File: src/rtl/fetch_tlb_pkg.sv
package fetch_tlb_pkg;
  localparam int VA_W       = 32;
  localparam int PAGE_SHIFT = 10;
  localparam int VPN_W      = VA_W - PAGE_SHIFT;
  localparam int PPN_W      = 22;
  localparam int PA_W       = PPN_W + PAGE_SHIFT;
  localparam int ASID_W     = 8;
  localparam int N_ENT      = 4;
  localparam int IDX_W      = $clog2(N_ENT);
  localparam int CNT_W      = $clog2(N_ENT + 1);
  localparam int LRU_W      = 6;

  typedef struct packed {
    logic              valid;
    logic              shared;
    logic [1:0]        size;
    logic [ASID_W-1:0] asid;
    logic [VPN_W-1:0]  vpn;
    logic [PPN_W-1:0]  ppn;
  } tlb_entry_t;

  typedef enum logic [1:0] {
    ST_OK    = 2'd0,
    ST_MISS  = 2'd1,
    ST_MULTI = 2'd2
  } fetch_status_e;

  typedef enum logic [2:0] {
    S_IDLE, S_LOOKUP, S_REFILL_REQ, S_REFILL_WAIT, S_RETRY
  } fsm_e;

  // Page-number compare mask; larger pages drop more low page bits.
  function automatic logic [VPN_W-1:0] size_mask(input logic [1:0] sz);
    logic [VPN_W-1:0] m;
    m = '1;
    case (sz)
      2'd1:    m = m << 2;
      2'd2:    m = m << 6;
      2'd3:    m = m << 10;
      default: m = m;
    endcase
    return m;
  endfunction

  function automatic logic [LRU_W-1:0] lru_keep(input int e);
    case (e)
      0:       return 6'h07;
      1:       return 6'h39;
      2:       return 6'h3E;
      default: return 6'h3F;
    endcase
  endfunction

  function automatic logic [LRU_W-1:0] lru_set(input int e);
    case (e)
      0:       return 6'h00;
      1:       return 6'h20;
      2:       return 6'h14;
      default: return 6'h0B;
    endcase
  endfunction

  function automatic logic [LRU_W-1:0] lru_key(input int e);
    return ~lru_keep(e) & 6'h3F;
  endfunction
endpackage

File: src/rtl/fetch_tlb_match.sv
module fetch_tlb_match
  import fetch_tlb_pkg::*;
(
  input  tlb_entry_t [N_ENT-1:0] ent,
  input  logic [VA_W-1:0]        va,
  input  logic [ASID_W-1:0]      asid,
  input  logic                   priv,
  input  logic                   sv,
  output logic [N_ENT-1:0]       hit,
  output logic [PA_W-1:0]        pa
);
  logic [PA_W-1:0] pa_e [N_ENT];
  logic [VPN_W-1:0] va_pg;

  assign va_pg = va[VA_W-1:PAGE_SHIFT];

  for (genvar i = 0; i < N_ENT; i++) begin : g_cmp
    logic [VPN_W-1:0] msk;
    logic             pg_eq, id_ok;
    assign msk     = size_mask(ent[i].size);
    assign pg_eq   = ((ent[i].vpn ^ va_pg) & msk) == '0;
    assign id_ok   = ent[i].shared | (priv & sv) | (ent[i].asid == asid);
    assign hit[i]  = ent[i].valid & pg_eq & id_ok;
    assign pa_e[i] = {(ent[i].ppn & msk) | (va_pg & ~msk), va[PAGE_SHIFT-1:0]};
  end

  always_comb begin
    pa = '0;
    for (int i = 0; i < N_ENT; i++) begin
      if (hit[i]) pa = pa | pa_e[i];
    end
  end
endmodule

File: src/rtl/fetch_tlb_lru.sv
module fetch_tlb_lru
  import fetch_tlb_pkg::*;
(
  input  logic             clk,
  input  logic             rst_n,
  input  logic             upd_en,
  input  logic [IDX_W-1:0] upd_idx,
  output logic [LRU_W-1:0] lru_q,
  output logic [IDX_W-1:0] victim,
  output logic             victim_ok
);
  logic [LRU_W-1:0] lru_d;

  always_comb begin
    lru_d = lru_q;
    if (upd_en) lru_d = (lru_q & lru_keep(int'(upd_idx))) | lru_set(int'(upd_idx));
  end

  always_ff @(posedge clk or negedge rst_n) begin
    if (!rst_n)      lru_q <= '0;
    else if (upd_en) lru_q <= lru_d;
  end

  // Lowest matching slot wins; no match falls back to slot 0.
  always_comb begin
    victim    = '0;
    victim_ok = 1'b0;
    for (int e = N_ENT - 1; e >= 0; e--) begin
      if ((lru_q & (lru_key(e) | lru_set(e))) == lru_key(e)) begin
        victim    = IDX_W'(e);
        victim_ok = 1'b1;
      end
    end
  end
endmodule

File: src/rtl/fetch_tlb.sv
module fetch_tlb
  import fetch_tlb_pkg::*;
(
  input  logic              clk,
  input  logic              rst_n,
  input  logic              flush,
  input  logic              req_valid,
  output logic              req_ready,
  input  logic [VA_W-1:0]   req_va,
  input  logic [ASID_W-1:0] req_asid,
  input  logic              req_priv,
  input  logic              req_sv,
  output logic              resp_valid,
  output logic [1:0]        resp_status,
  output logic [PA_W-1:0]   resp_pa,
  output logic [LRU_W-1:0]  lru_state,
  output logic              utlb_req_valid,
  output logic [VA_W-1:0]   utlb_req_va,
  input  logic              utlb_resp_valid,
  input  logic [1:0]        utlb_resp_status,
  input  logic [VPN_W-1:0]  utlb_resp_vpn,
  input  logic [ASID_W-1:0] utlb_resp_asid,
  input  logic [PPN_W-1:0]  utlb_resp_ppn,
  input  logic [1:0]        utlb_resp_size,
  input  logic              utlb_resp_shared
);
  fsm_e                   state_q, state_d;
  logic [VA_W-1:0]        va_q;
  logic [ASID_W-1:0]      asid_q;
  logic                   priv_q, sv_q;
  tlb_entry_t [N_ENT-1:0] ent_q;
  tlb_entry_t             refill_ent;
  logic [N_ENT-1:0]       hit, valid_vec;
  logic [PA_W-1:0]        hit_pa;
  logic [CNT_W-1:0]       hit_cnt;
  logic [IDX_W-1:0]       hit_idx, victim;
  logic                   victim_ok, in_lookup, cap_en, refill_en, lru_upd;
  logic                   resp_v_d, resp_v_q;
  fetch_status_e          resp_st_d, resp_st_q;
  logic [PA_W-1:0]        resp_pa_d, resp_pa_q;

  for (genvar i = 0; i < N_ENT; i++) begin : g_vld
    assign valid_vec[i] = ent_q[i].valid;
  end

  assign refill_ent = '{valid: 1'b1, shared: utlb_resp_shared, size: utlb_resp_size,
                        asid: utlb_resp_asid, vpn: utlb_resp_vpn, ppn: utlb_resp_ppn};

  fetch_tlb_match u_match (
    .ent(ent_q), .va(va_q), .asid(asid_q), .priv(priv_q), .sv(sv_q),
    .hit(hit), .pa(hit_pa)
  );

  fetch_tlb_lru u_lru (
    .clk(clk), .rst_n(rst_n), .upd_en(lru_upd), .upd_idx(hit_idx),
    .lru_q(lru_state), .victim(victim), .victim_ok(victim_ok)
  );

  assign hit_cnt   = CNT_W'($countones(hit));
  assign in_lookup = (state_q == S_LOOKUP) || (state_q == S_RETRY);
  assign lru_upd   = in_lookup && (hit_cnt == CNT_W'(1));

  always_comb begin
    hit_idx = '0;
    for (int i = N_ENT - 1; i >= 0; i--) begin
      if (hit[i]) hit_idx = IDX_W'(i);
    end
  end

  // Next-state and response selection
  always_comb begin
    state_d   = state_q;
    cap_en    = 1'b0;
    refill_en = 1'b0;
    resp_v_d  = 1'b0;
    resp_st_d = ST_OK;
    resp_pa_d = hit_pa;
    case (state_q)
      S_IDLE: begin
        if (req_valid) begin
          cap_en  = 1'b1;
          state_d = S_LOOKUP;
        end
      end
      S_LOOKUP, S_RETRY: begin
        if (hit_cnt == '0 && state_q == S_LOOKUP) begin
          state_d = S_REFILL_REQ;
        end else begin
          state_d   = S_IDLE;
          resp_v_d  = 1'b1;
          resp_st_d = (hit_cnt == '0) ? ST_MISS :
                      (hit_cnt == CNT_W'(1)) ? ST_OK : ST_MULTI;
        end
      end
      S_REFILL_REQ: state_d = S_REFILL_WAIT;
      S_REFILL_WAIT: begin
        if (utlb_resp_valid) begin
          if (utlb_resp_status == ST_OK) begin
            refill_en = 1'b1;
            state_d   = S_RETRY;
          end else begin
            resp_v_d  = 1'b1;
            resp_st_d = fetch_status_e'(utlb_resp_status);
            state_d   = S_IDLE;
          end
        end
      end
      default: state_d = S_IDLE;
    endcase
  end

  always_ff @(posedge clk or negedge rst_n) begin
    if (!rst_n) begin
      state_q   <= S_IDLE;
      resp_v_q  <= 1'b0;
      resp_st_q <= ST_OK;
      resp_pa_q <= '0;
    end else begin
      state_q  <= state_d;
      resp_v_q <= resp_v_d;
      if (resp_v_d) begin
        resp_st_q <= resp_st_d;
        resp_pa_q <= resp_pa_d;
      end
    end
  end

  always_ff @(posedge clk or negedge rst_n) begin
    if (!rst_n) begin
      va_q   <= '0;
      asid_q <= '0;
      priv_q <= 1'b0;
      sv_q   <= 1'b0;
    end else if (cap_en) begin
      va_q   <= req_va;
      asid_q <= req_asid;
      priv_q <= req_priv;
      sv_q   <= req_sv;
    end
  end

  // Slot storage: flush has priority over a refill write
  always_ff @(posedge clk or negedge rst_n) begin
    if (!rst_n) begin
      ent_q <= '0;
    end else if (flush) begin
      for (int i = 0; i < N_ENT; i++) ent_q[i].valid <= 1'b0;
    end else if (refill_en) begin
      ent_q[victim] <= refill_ent;
    end
  end

  assign req_ready      = (state_q == S_IDLE);
  assign utlb_req_valid = (state_q == S_REFILL_REQ);
  assign utlb_req_va    = va_q;
  assign resp_valid     = resp_v_q;
  assign resp_status    = resp_st_q;
  assign resp_pa        = resp_pa_q;
endmodule

File: config.mk
export PLATFORM = sky130hd
export DESIGN_NAME = fetch_tlb
export DESIGN_NICKNAME = d
export VERILOG_FILES = /design/src/rtl/fetch_tlb_pkg.sv /design/src/rtl/fetch_tlb_match.sv /design/src/rtl/fetch_tlb_lru.sv /design/src/rtl/fetch_tlb.sv
export SDC_FILE = /design/constraint.sdc
export NUM_CORES = 1
export LEC_CHECK = 0
export BUFFER_PORTS_ARGS = -buffer_cell sky130_fd_sc_hd__buf_2
export CELL_PAD_IN_SITES_DETAIL_PLACEMENT = 0
export CELL_PAD_IN_SITES_GLOBAL_PLACEMENT = 1
export CORE_ASPECT_RATIO = 0.8
export CORE_MARGIN = 8
export CORE_UTILIZATION = 40
export CTS_BUF_LIST = sky130_fd_sc_hd__clkbuf_4 sky130_fd_sc_hd__clkbuf_8
export CTS_CLUSTER_SIZE = 24
export DETAILED_ROUTE_END_ITERATION = 16
export HOLD_SLACK_MARGIN = 0.12
export MAX_ROUTING_LAYER = met4
export PLACE_DENSITY_LB_ADDON = 0.1
export REMOVE_ABC_BUFFERS = 1
export SETUP_SLACK_MARGIN = 0.15
export SLEW_MARGIN = 20
export SYNTH_ARGS = -nofsm -noshare
export SYNTH_HDL_FRONTEND = slang
export SYNTH_SLANG_ARGS = --single-unit
export TNS_END_PERCENT = 10
File: constraint.sdc
create_clock -name clk -period 8.3 [get_ports clk]
set_input_delay 1.66 -clock clk [delete_from_list [all_inputs] [get_ports clk]]
set_output_delay 1.66 -clock clk [all_outputs]
set_load 0.01 [all_outputs]
Word-level counts from Yosys, hierarchy flattened
Cells that the tools add are included.
{"block": "op_classes", "addsub": 3, "magnitude_cmp": 2, "n_eq_ne": 28, "muxes": 48, "bitwise_logic": 47, "reduce_logical": 17}
{"operator": "bitwise AND 22 bit", "count": 12}
{"operator": "bitwise mux 224 bit", "count": 1}
{"operator": "2-to-1 mux 224 bit", "count": 1}
{"operator": "2-to-1 mux 32 bit", "count": 4}
{"operator": "case mux 10 bit (3 select lines)", "count": 4}
{"operator": "demux 56 bit (select 2 bit)", "count": 1}
{"operator": "OR 32 bit", "count": 3}
{"operator": "zero test 22 bit", "count": 4}
{"operator": "NOT 22 bit", "count": 4}
{"operator": "OR 22 bit", "count": 4}
{"operator": "XOR 22 bit", "count": 4}
{"operator": "2-to-1 mux 56 bit", "count": 1}
{"operator": "case mux 6 bit (3 select lines)", "count": 2}
{"operator": "equality test 8 bit", "count": 4}
{"operator": "2-to-1 mux 2 bit", "count": 14}
{"operator": "equality test 2 bit (second input constant)", "count": 9}
{"operator": "2-to-1 mux 1 bit", "count": 12}
{"operator": "2-to-1 mux 6 bit", "count": 2}
{"operator": "case mux 3 bit (4 select lines)", "count": 1}
{"operator": "equality test 2 x 1 -> 1 bit (second input constant)", "count": 5}
{"operator": "bitwise AND 1 bit", "count": 9}
{"operator": "equality test 3 x 1 -> 1 bit (second input constant)", "count": 3}
{"operator": "equality test 3 x 2 -> 1 bit (second input constant)", "count": 3}
{"operator": "2-to-1 mux 3 bit", "count": 3}
{"operator": "other kinds (20)", "count": 35}
{"block": "totals", "ff_bits": 310, "out_inout_bits": 75, "elab_cells": 178}

Longest topological paths before layout
Gate-level depths: netlist (run 1).
{"block": "depth", "word_depth": 15, "ltp_mapped": 18}

Modules after synthesis
A second synthesis (run 1) with hierarchy kept.
{"block": "unflattened", "cells_unflattened": 1038, "area_unflattened_um2": 14566.5}
{"module": "fetch_tlb", "instances": 1, "cells_per_inst": 686, "area_per_inst_um2": 11696.2, "seq_area_each_um2": 7607.3}
{"module": "fetch_tlb_match", "instances": 1, "cells_per_inst": 318, "area_per_inst_um2": 2543.7, "seq_area_each_um2": 0.0}
{"module": "fetch_tlb_lru", "instances": 1, "cells_per_inst": 34, "area_per_inst_um2": 326.6, "seq_area_each_um2": 150.1}

Worst setup path before layout (run 1)
No wires, ideal clock.
{"block": "synth_path", "path_kind": "flip-flop to flip-flop", "start": "register va_q[19] (netlist: utlb_req_va[19])", "end": "register resp_pa_q[14] (netlist: resp_pa[14])", "setup_ps": 141, "arrival_ps": 4045, "setup_slack_ps": 4114, "stages_incl_launch_ff": 19, "period_less_slack_ps": 4186, "path_cell_list": "dfrtp_1 > buf_2 > xor2_1 > o41ai_1 > o21ai_1 > nor4_4 > buf_2 > fa_1 > ha_1 > ha_1 > nor3_1 > o21ai_0 > a21oi_1 > and2_1 > clkbuf_1 > inv_2 > clkbuf_1 > nor2_1 > a31oi_1"}
{"block": "synth_between", "elab_chain_len": 12, "word_cells_on_any_way": 34, "classes_between": "3 x add/sub; 6 x mux; 19 x bitwise; 6 x reduce/logical"}
{"element": "from (decl)", "line": "fetch_tlb.sv:28", "source": "logic [VA_W-1:0] va_q;"}
{"element": "from (signal assigned)", "line": "fetch_tlb.sv:135", "source": "va_q <= req_va;"}
{"element": "branches (longest 12 deep; another with adder 2 x 2 -> 3 bit)"}
{"element": "to (signal assigned)", "line": "fetch_tlb.sv:123", "source": "resp_pa_q <= resp_pa_d;"}
{"element": "to (decl)", "line": "fetch_tlb.sv:40", "source": "logic [PA_W-1:0] resp_pa_d, resp_pa_q;"}
Several ways; the timed one is not identified.
A chain may end at the register's enable or synchronous reset.

Worst setup path in the final report (run 1)
{"block": "layout_path", "start": "register va_q[18] (netlist: utlb_req_va[18])", "end": "register resp_pa_q[19] (netlist: resp_pa[19])"}
The elaborated chain is that of the path after synthesis.

==> flow_summary_export.csv, run 1 <==
group,metric,value,unit
status,outcome,"complete, no violations",
logic_synthesis,async_reset_ff_frac,1.00,
route,drtIter0Drc,414,
setup_path,crit_chain,"xor2_1, o41ai_1, o21ai_1, nor4_4, buf_4, fa_1, ha_1, ha_1, nor3_1, o21ai_0, a21oi_1, and2_1, inv_2, nor2_1, a31oi_1",
global_routing,track_usage,0.185,
route,firstDrtPassIters,5,
logic_synthesis,syn-cell-area,14200,µm²
setup_path,r2r-start,"utlb_req_va[18]",
route,routed_wl,36.8,mm
timing,setup_viol_count_final,0,
setup_path,cp_max_fo,45,
run,drv_cap,0,
logic_synthesis,seq_area_frac_synth,0.546,
timing,postLayoutSetupSlackWorst,2.92,ns
placed_design,hpwl,23.2,mm
logic_synthesis,ys_warn_count,0,
setup_path,r2r_setup_slack,2.92,ns
clock_tree,ctsResizeCount,0,
global_routing,antenna_found_initial,8,
global_routing,grt_pass1_vias,9762,
route,via_count,8826,
clock_tree,post_cts_buffers,0,
setup_path,r2r.worst_path.cells,15,
setup_path,cpMaxStageDelayCell,"o41ai_1",
clock_tree,cts_sinks,310,
global_routing,grt_start_max_net_pins,165,
placed_design,post-place-ws,2.98,ns
placed_design,place_congestion,0.765,
clock_tree,cts_buffers,53,
setup_path,cpLargestDelayFamily,"simple AND/OR/NAND/NOR gates",
die,die_h,184,µm
setup_path,max_stage_delay,0.55,ns
timing,slew_headroom,0.299,
die,die-area,41800,µm²
die,coreArea,34900,µm²
min_path,min_path_type,"reg2reg",
route,route.detailed.drc,0,
clock_tree,cts_buffer_depth,3,
setup_path,crit_path_frequent_cell,"ha_1",
route,viasPerCell,5.08,
power,leakage,8.12,nW
layout,nFillCells,3225,
logic_synthesis,yosysUniqueCellTypes,50,
global_routing,gr-total-overflow,0,
timing,clock.fmax,186,MHz
logic_synthesis,avgSynthCellArea,13.5,µm²
clock_tree,cts_hold_buf,0,
timing,fin_crit_sh,0.648,
timing,fin_setup_tns,0,ns
timing,grt_setup_unrepaired,"no",
die,ios,179,
placed_design,port_buffers,178,
layout,area_growth,17.0,%
clock_tree,htree_levels,2,
logic_synthesis,synth_edf_count,0,
clock_tree,cts-root-buf,"clkbuf_8",
layout,drive_gt1_frac,0.480,
setup_path,cp-endpoint,"resp_pa[19]",
timing,tightest_slew,1.05,ns
die,initial_core_util,0.407,
clock_tree,path_clk_slew,0.06,ns
die,row_count,61,
clock_tree,insertion_delay,0.60,ns
clock_tree,tritoncts,"done",
power,peakVddDrop,0.204,mV
route,final_antenna_net_count,0,
setup_path,cp_num_buf_inv,2,
logic_synthesis,syn_inst,1050,
setup_path,required,8.71,ns
timing,layout_min_cycle_time,5.38,ns
logic_synthesis,synthFlopType,"dfrtp_1",
setup_path,critical_path_arrival,5.79,ns
setup_path,start_kind,"flip-flop",
power,power_density,299,nW/µm²
timing,maxSlewViolCount,0,
timing,hold_violations,0,
setup_path,criticalPathCategory,"reg2reg",
setup_path,end_kind,"flip-flop",
die,die_w,227,µm
setup_path,startpoint,"utlb_req_va[18]",
setup_path,path_depth,15,
global_routing,grt_pass1_wl,58.3,mm
logic_synthesis,ys_ff_latch,310,
layout,nets,1325,
route,wl_per_cell,21.2,µm
timing,finalClockSkew,0.0234,ns
setup_path,worstReg2RegEnd,"resp_pa[19]",
-- worst reg2reg max path, delay by kind of cell, from the launching register on --
family	cells	cell delay, ns
DFF	1	0.53
xor gates and xnor gates	1	0.22
buffers and inverters	2	0.90
AOI/OAI and AO/OA	5	1.10
and+or+nand+nor	4	1.44
adders and majority gates	3	1.02
-- state kept, by name (all words and copies together) (netlist names), named ones only --
signal	count
resp_valid	1
asid_q	8
u_lru.lru_q	1
state_q	3
priv_q	1
ent_q	224
resp_pa	32
utlb_req_va	32
sv_q	1
resp_status	2
-- power by group --
part           switching, mW  internal (mW)  leakage [nW]
Combinational          0.595          0.648          3.38
Sequential             0.390           1.85          4.11
Clock                  0.622          0.855         0.631
Total                   1.61           3.35          8.12
-- final cells by class --
| class | count | area, µm² | share of cell area |
|---|---|---|---|
| inverters | 11 | 41.3 | 0.00249 |
| clock inverters | 8 | 42.5 | 0.00256 |
| diodes | 7 | 17.5 | 0.00106 |
| multi-input cells | 650 | 6020 | 0.363 |
| clock buffers | 90 | 1130 | 0.0682 |
| flip-flops and latches | 310 | 7760 | 0.467 |
| well taps | 472 | 591 | 0.0356 |
| repair buffers | 189 | 996 | 0.0600 |
-- metrics by stage --
step	util	hold WS, ns	total power, mW	instance area (µm²)	instances
2_1_floorplan	-	0.449	3.00	13800	971
3_3_place_gp	0.442	0.464	3.52	15400	1632
3_5_place_dp	0.442	0.482	3.53	15400	1632
4_1_cts	0.475	0.496	5.05	16600	1730
5_1_grt	0.476	0.520	5.29	16600	1737
6_report	0.476	0.498	4.96	16600	1737
-- synthesized netlist by cell type, drive strengths merged (2+ instances only) --
| cell type | n | area [µm²] |
|---|---|---|
| o21ai | 7 | 35.0 |
| a21oi | 9 | 56.3 |
| clkbuf | 33 | 124 |
| buf | 46 | 272 |
| nor4 | 22 | 204 |
| a22oi | 44 | 330 |
| nand3 | 10 | 50.1 |
| a221oi | 4 | 35.0 |
| xor2 | 90 | 788 |
| nand4 | 6 | 37.5 |
| mux2i | 2 | 20.0 |
| nand2 | 13 | 48.8 |
| o21bai | 2 | 18.8 |
| nor2 | 38 | 150 |
| ha | 5 | 62.6 |
| a21o | 4 | 30.0 |
| xnor2 | 31 | 272 |
| and2 | 2 | 12.5 |
| dfrtp | 310 | 7760 |
| nor3b | 3 | 27.5 |
| nor3 | 4 | 20.0 |
| o32a | 2 | 20.0 |
| a41oi | 2 | 17.5 |
| a22o | 11 | 96.3 |
| or3 | 2 | 12.5 |
| a31oi | 22 | 138 |
| and3 | 3 | 18.8 |
| inv | 11 | 41.3 |
| mux2 | 301 | 3390 |
| nor2b | 2 | 12.5 |
| o41ai | 2 | 25.0 |
-- placed cells by master (no fill, tap or decap), types with 3 or more instances in the layout --
master	Yosys	final
a22o_1	11	11
a31oi_1	22	22
diode_2	0	7
xnor2_1	31	31
nor3_1	4	4
ha_1	5	5
mux2_2	301	301
a21o_1	4	4
dfrtp_1	310	310
a22oi_1	44	44
a21oi_1	8	8
clkbuf_8	0	73
a221oi_1	4	4
nand2_1	13	13
and3_1	3	3
o21ai_0	5	5
buf_2	34	177
nor2_4	1	4
nand3_1	10	10
nor4_1	17	17
nor4_4	4	4
clkinv_2	0	7
buf_4	7	10
xor2_1	90	90
inv_1	10	10
nor2_1	37	34
nand4_1	6	6
clkbuf_4	0	17
-- how the worst min path moves through the flow --
stage,from,to,slack (ns),cells past startpoint
after floorplan,ent_q[111],ent_q[111],0.45,1
after global placement,ent_q[167],ent_q[167],0.46,1
after detailed placement,ent_q[167],ent_q[167],0.48,1
after CTS,ent_q[167],ent_q[167],0.50,1
after global routing,ent_q[167],ent_q[167],0.52,1
final,ent_q[167],ent_q[167],0.50,1
-- cell families (layout without fill, tap and decap cells) --
| group | Yosys count | count (layout) | synth area share |
|---|---|---|---|
| multiplexers | 303 | 303 | 0.240 |
| adder cells (fa/ha/maj) | 6 | 6 | 0.00582 |
| AO/OA/AOI/OAI | 112 | 112 | 0.0587 |
| buffers and inverters | 90 | 298 | 0.0308 |
| AND/OR/NAND/NOR | 108 | 108 | 0.0434 |
| flip-flops | 310 | 310 | 0.546 |
| XOR/XNOR | 121 | 121 | 0.0747 |
| other | 0 | 7 | 0 |
-- layer usage --
metal / GRT usage / vias to the layer above / wire length [µm]
li1: - / 4115 / -
met1: 0.257 / 4470 / 18000
met2: 0.272 / 194 / 16300
met3: 0.0442 / 47 / 2040
met4: 0.0410 / 0 / 497
met5: - / - / 0
Power figures use the tool's default switching activity.
==> run 2, diff against run 1 <==
clock period = 4.4 ns   (was 8.3 ns; I/O delays follow)
==> run 2 against run 1 <==
Compared with the run above:
- sequential cell count is the same
- clock skew grew 0.0063 ns
- core utilization grew 0.75 points
- first-iteration DRC count shrank 6.0%
- worst setup slack lost 2.5 ns
- register-to-register slack lost 2.5 ns
- critical path depth grew 1
- sequential power grew 84%
- non-clock buffer count grew 18
- global-route usage grew 0.26 points
- fmax grew 35%
- critical path type unchanged
- largest cell class unchanged
- largest power group unchanged
==> flow_summary_export.csv, run 2 (synthesis results as in run 1) <==
group,metric,value,unit
status,outcome,"complete, no violations",
placed_design,place_congestion,0.745,
layout,final_core_util,0.484,
global_routing,grt_pass1_vias,9876,
layout,final_common_cell,"dfrtp_1",
route,drtIter0Drc,389,
setup_path,cp_max_fo,45,
die,die_w,227,µm
min_path,min_path_type,"in2async",
timing,layout_min_cycle_time,3.97,ns
setup_path,start_kind,"flip-flop",
timing,grt_setup_unrepaired,"no",
power,peakVddDrop,0.347,mV
timing,maxSlewViolCount,0,
clock_tree,cts_sinks,310,
placed_design,dp.cells,1649,
setup_path,criticalPathCategory,"reg2reg",
die,die-area,41800,µm²
power,leakage,8.22,nW
route,via_count,8890,
global_routing,track_usage,0.187,
clock_tree,htree_levels,2,
global_routing,grt_pass1_wl,58.9,mm
clock_tree,cts-root-buf,"clkbuf_8",
setup_path,r2r.worst_path.cells,16,
layout,seq_area,7760,µm²
route,firstDrtPassIters,4,
placed_design,port_buffers,178,
route,route.detailed.drc,0,
clock_tree,cts_hold_buf,0,
layout,nets,1342,
die,row_count,61,
layout,nFillCells,3182,
power,power_density,562,nW/µm²
layout,area_growth,18.8,%
die,coreArea,34900,µm²
layout,mostFrequentLayoutCells,"dfrtp_1 (307), mux2_2 (301), buf_2 (177)",
global_routing,antenna_found_initial,7,
clock_tree,cts_buffers,52,
clock_tree,cts_buffer_depth,3,
timing,hold_violations,0,
run,drv_cap,0,
layout,regMostFlops,"ent_q",
timing,clock.fmax,252,MHz
global_routing,grt_start_max_net_pins,118,
route,final_antenna_net_count,0,
layout,drive_gt1_frac,0.500,
placed_design,hpwl,24.2,mm
timing,fin_setup_tns,0,ns
setup_path,required,4.85,ns
layout,multiInputGateArea,6120,µm²
setup_path,r2r_setup_slack,0.43,ns
setup_path,r2r-start,"utlb_req_va[20]",
clock_tree,path_clk_slew,0.06,ns
global_routing,gr-total-overflow,0,
die,ios,179,
timing,setup_viol_count_final,0,
clock_tree,insertion_delay,0.59,ns
setup_path,worstReg2RegEnd,"resp_pa[21]",
die,initial_core_util,0.407,
setup_path,critical_path_arrival,4.42,ns
layout,fin_cells,1750,
die,die_h,184,µm
timing,tightest_slew,0.955,ns
timing,slew_headroom,0.364,
route,routed_wl,37.6,mm
setup_path,end_kind,"flip-flop",
route,viasPerCell,5.08,
route,wl_per_cell,21.5,µm
timing,fin_crit_sh,0.902,
clock_tree,tritoncts,"done",
layout,largest_reg_flops,224,
timing,finalClockSkew,0.0297,ns
## run 2: how the worst max path moves through the flow
| stage | startpoint | cells after the start | slack [ns] | to |
|---|---|---|---|---|
| after floorplan | utlb_req_va[19] | 14 | -0.19 | resp_pa[10] |
| final | utlb_req_va[20] | 16 | 0.43 | resp_pa[21] |
| after CTS | utlb_req_va[31] | 15 | 0.18 | resp_pa[30] |
| after global placement | utlb_req_va[31] | 15 | 0.16 | resp_pa[19] |
| after detailed placement | utlb_req_va[31] | 15 | 0.08 | resp_pa[21] |
| after global routing | utlb_req_va[20] | 16 | 0.15 | resp_pa[21] |
## run 2: final cells by class
| cell class | instances | area share |
|---|---|---|
| Antenna cell | 7 | 0.00104 |
| Clock buffer | 90 | 0.0649 |
| Clock inverter | 3 | 0.00119 |
| Inverter | 11 | 0.00245 |
| Multi-Input combinational cell | 650 | 0.363 |
| Sequential cell | 310 | 0.460 |
| Tap cell | 472 | 0.0350 |
| Timing Repair Buffer | 207 | 0.0723 |
## run 2: stage by stage
step	setup slack [ns]	total power, mW	hold slack, ns	area [µm²]
final	0.431	9.48	0.397	16900
after global routing	0.152	10.1	0.460	16900
after CTS	0.175	9.58	0.409	16800
after detailed placement	0.0782	6.78	0.470	15600
after global placement	0.157	6.77	0.462	15600
after floorplan	-0.189	5.65	0.449	13800
## run 2: per-layer routing
metal	share of wire	wire, µm	up-vias	GRT usage
met5	0	0	-	-
met2	0.44	16500	178	0.272
li1	-	-	4135	-
met1	0.49	18400	4531	0.261
met3	0.057	2160	46	0.0470
met4	0.013	505	0	0.0441
## run 2: worst max-delay path, cell delays in order, from the launching register on
cell and delay [ns]:
dfrtp_1 0.39, buf_4 0.17, xor2_1 0.16, nor4_2 0.41, nand3_2 0.18, nor4_4 0.35
fa_2 0.54, ha_1 0.22, ha_1 0.31, nor3_2 0.20, o21ai_0 0.10, a21oi_1 0.21
and2_4 0.18, inv_2 0.04, buf_12 0.17, nor2_1 0.12, a31oi_1 0.05
## run 2: what timing repair did
item                       CTS  global route
pin swaps                    1             7
setup endpoints to repair   22            33
buffers inserted             0             1
gates resized for setup      5            15
## run 2: power by group
group | switching, mW | internal (mW)
combinational | 1.29 | 1.35
sequential | 0.646 | 3.49
clock | 1.16 | 1.55
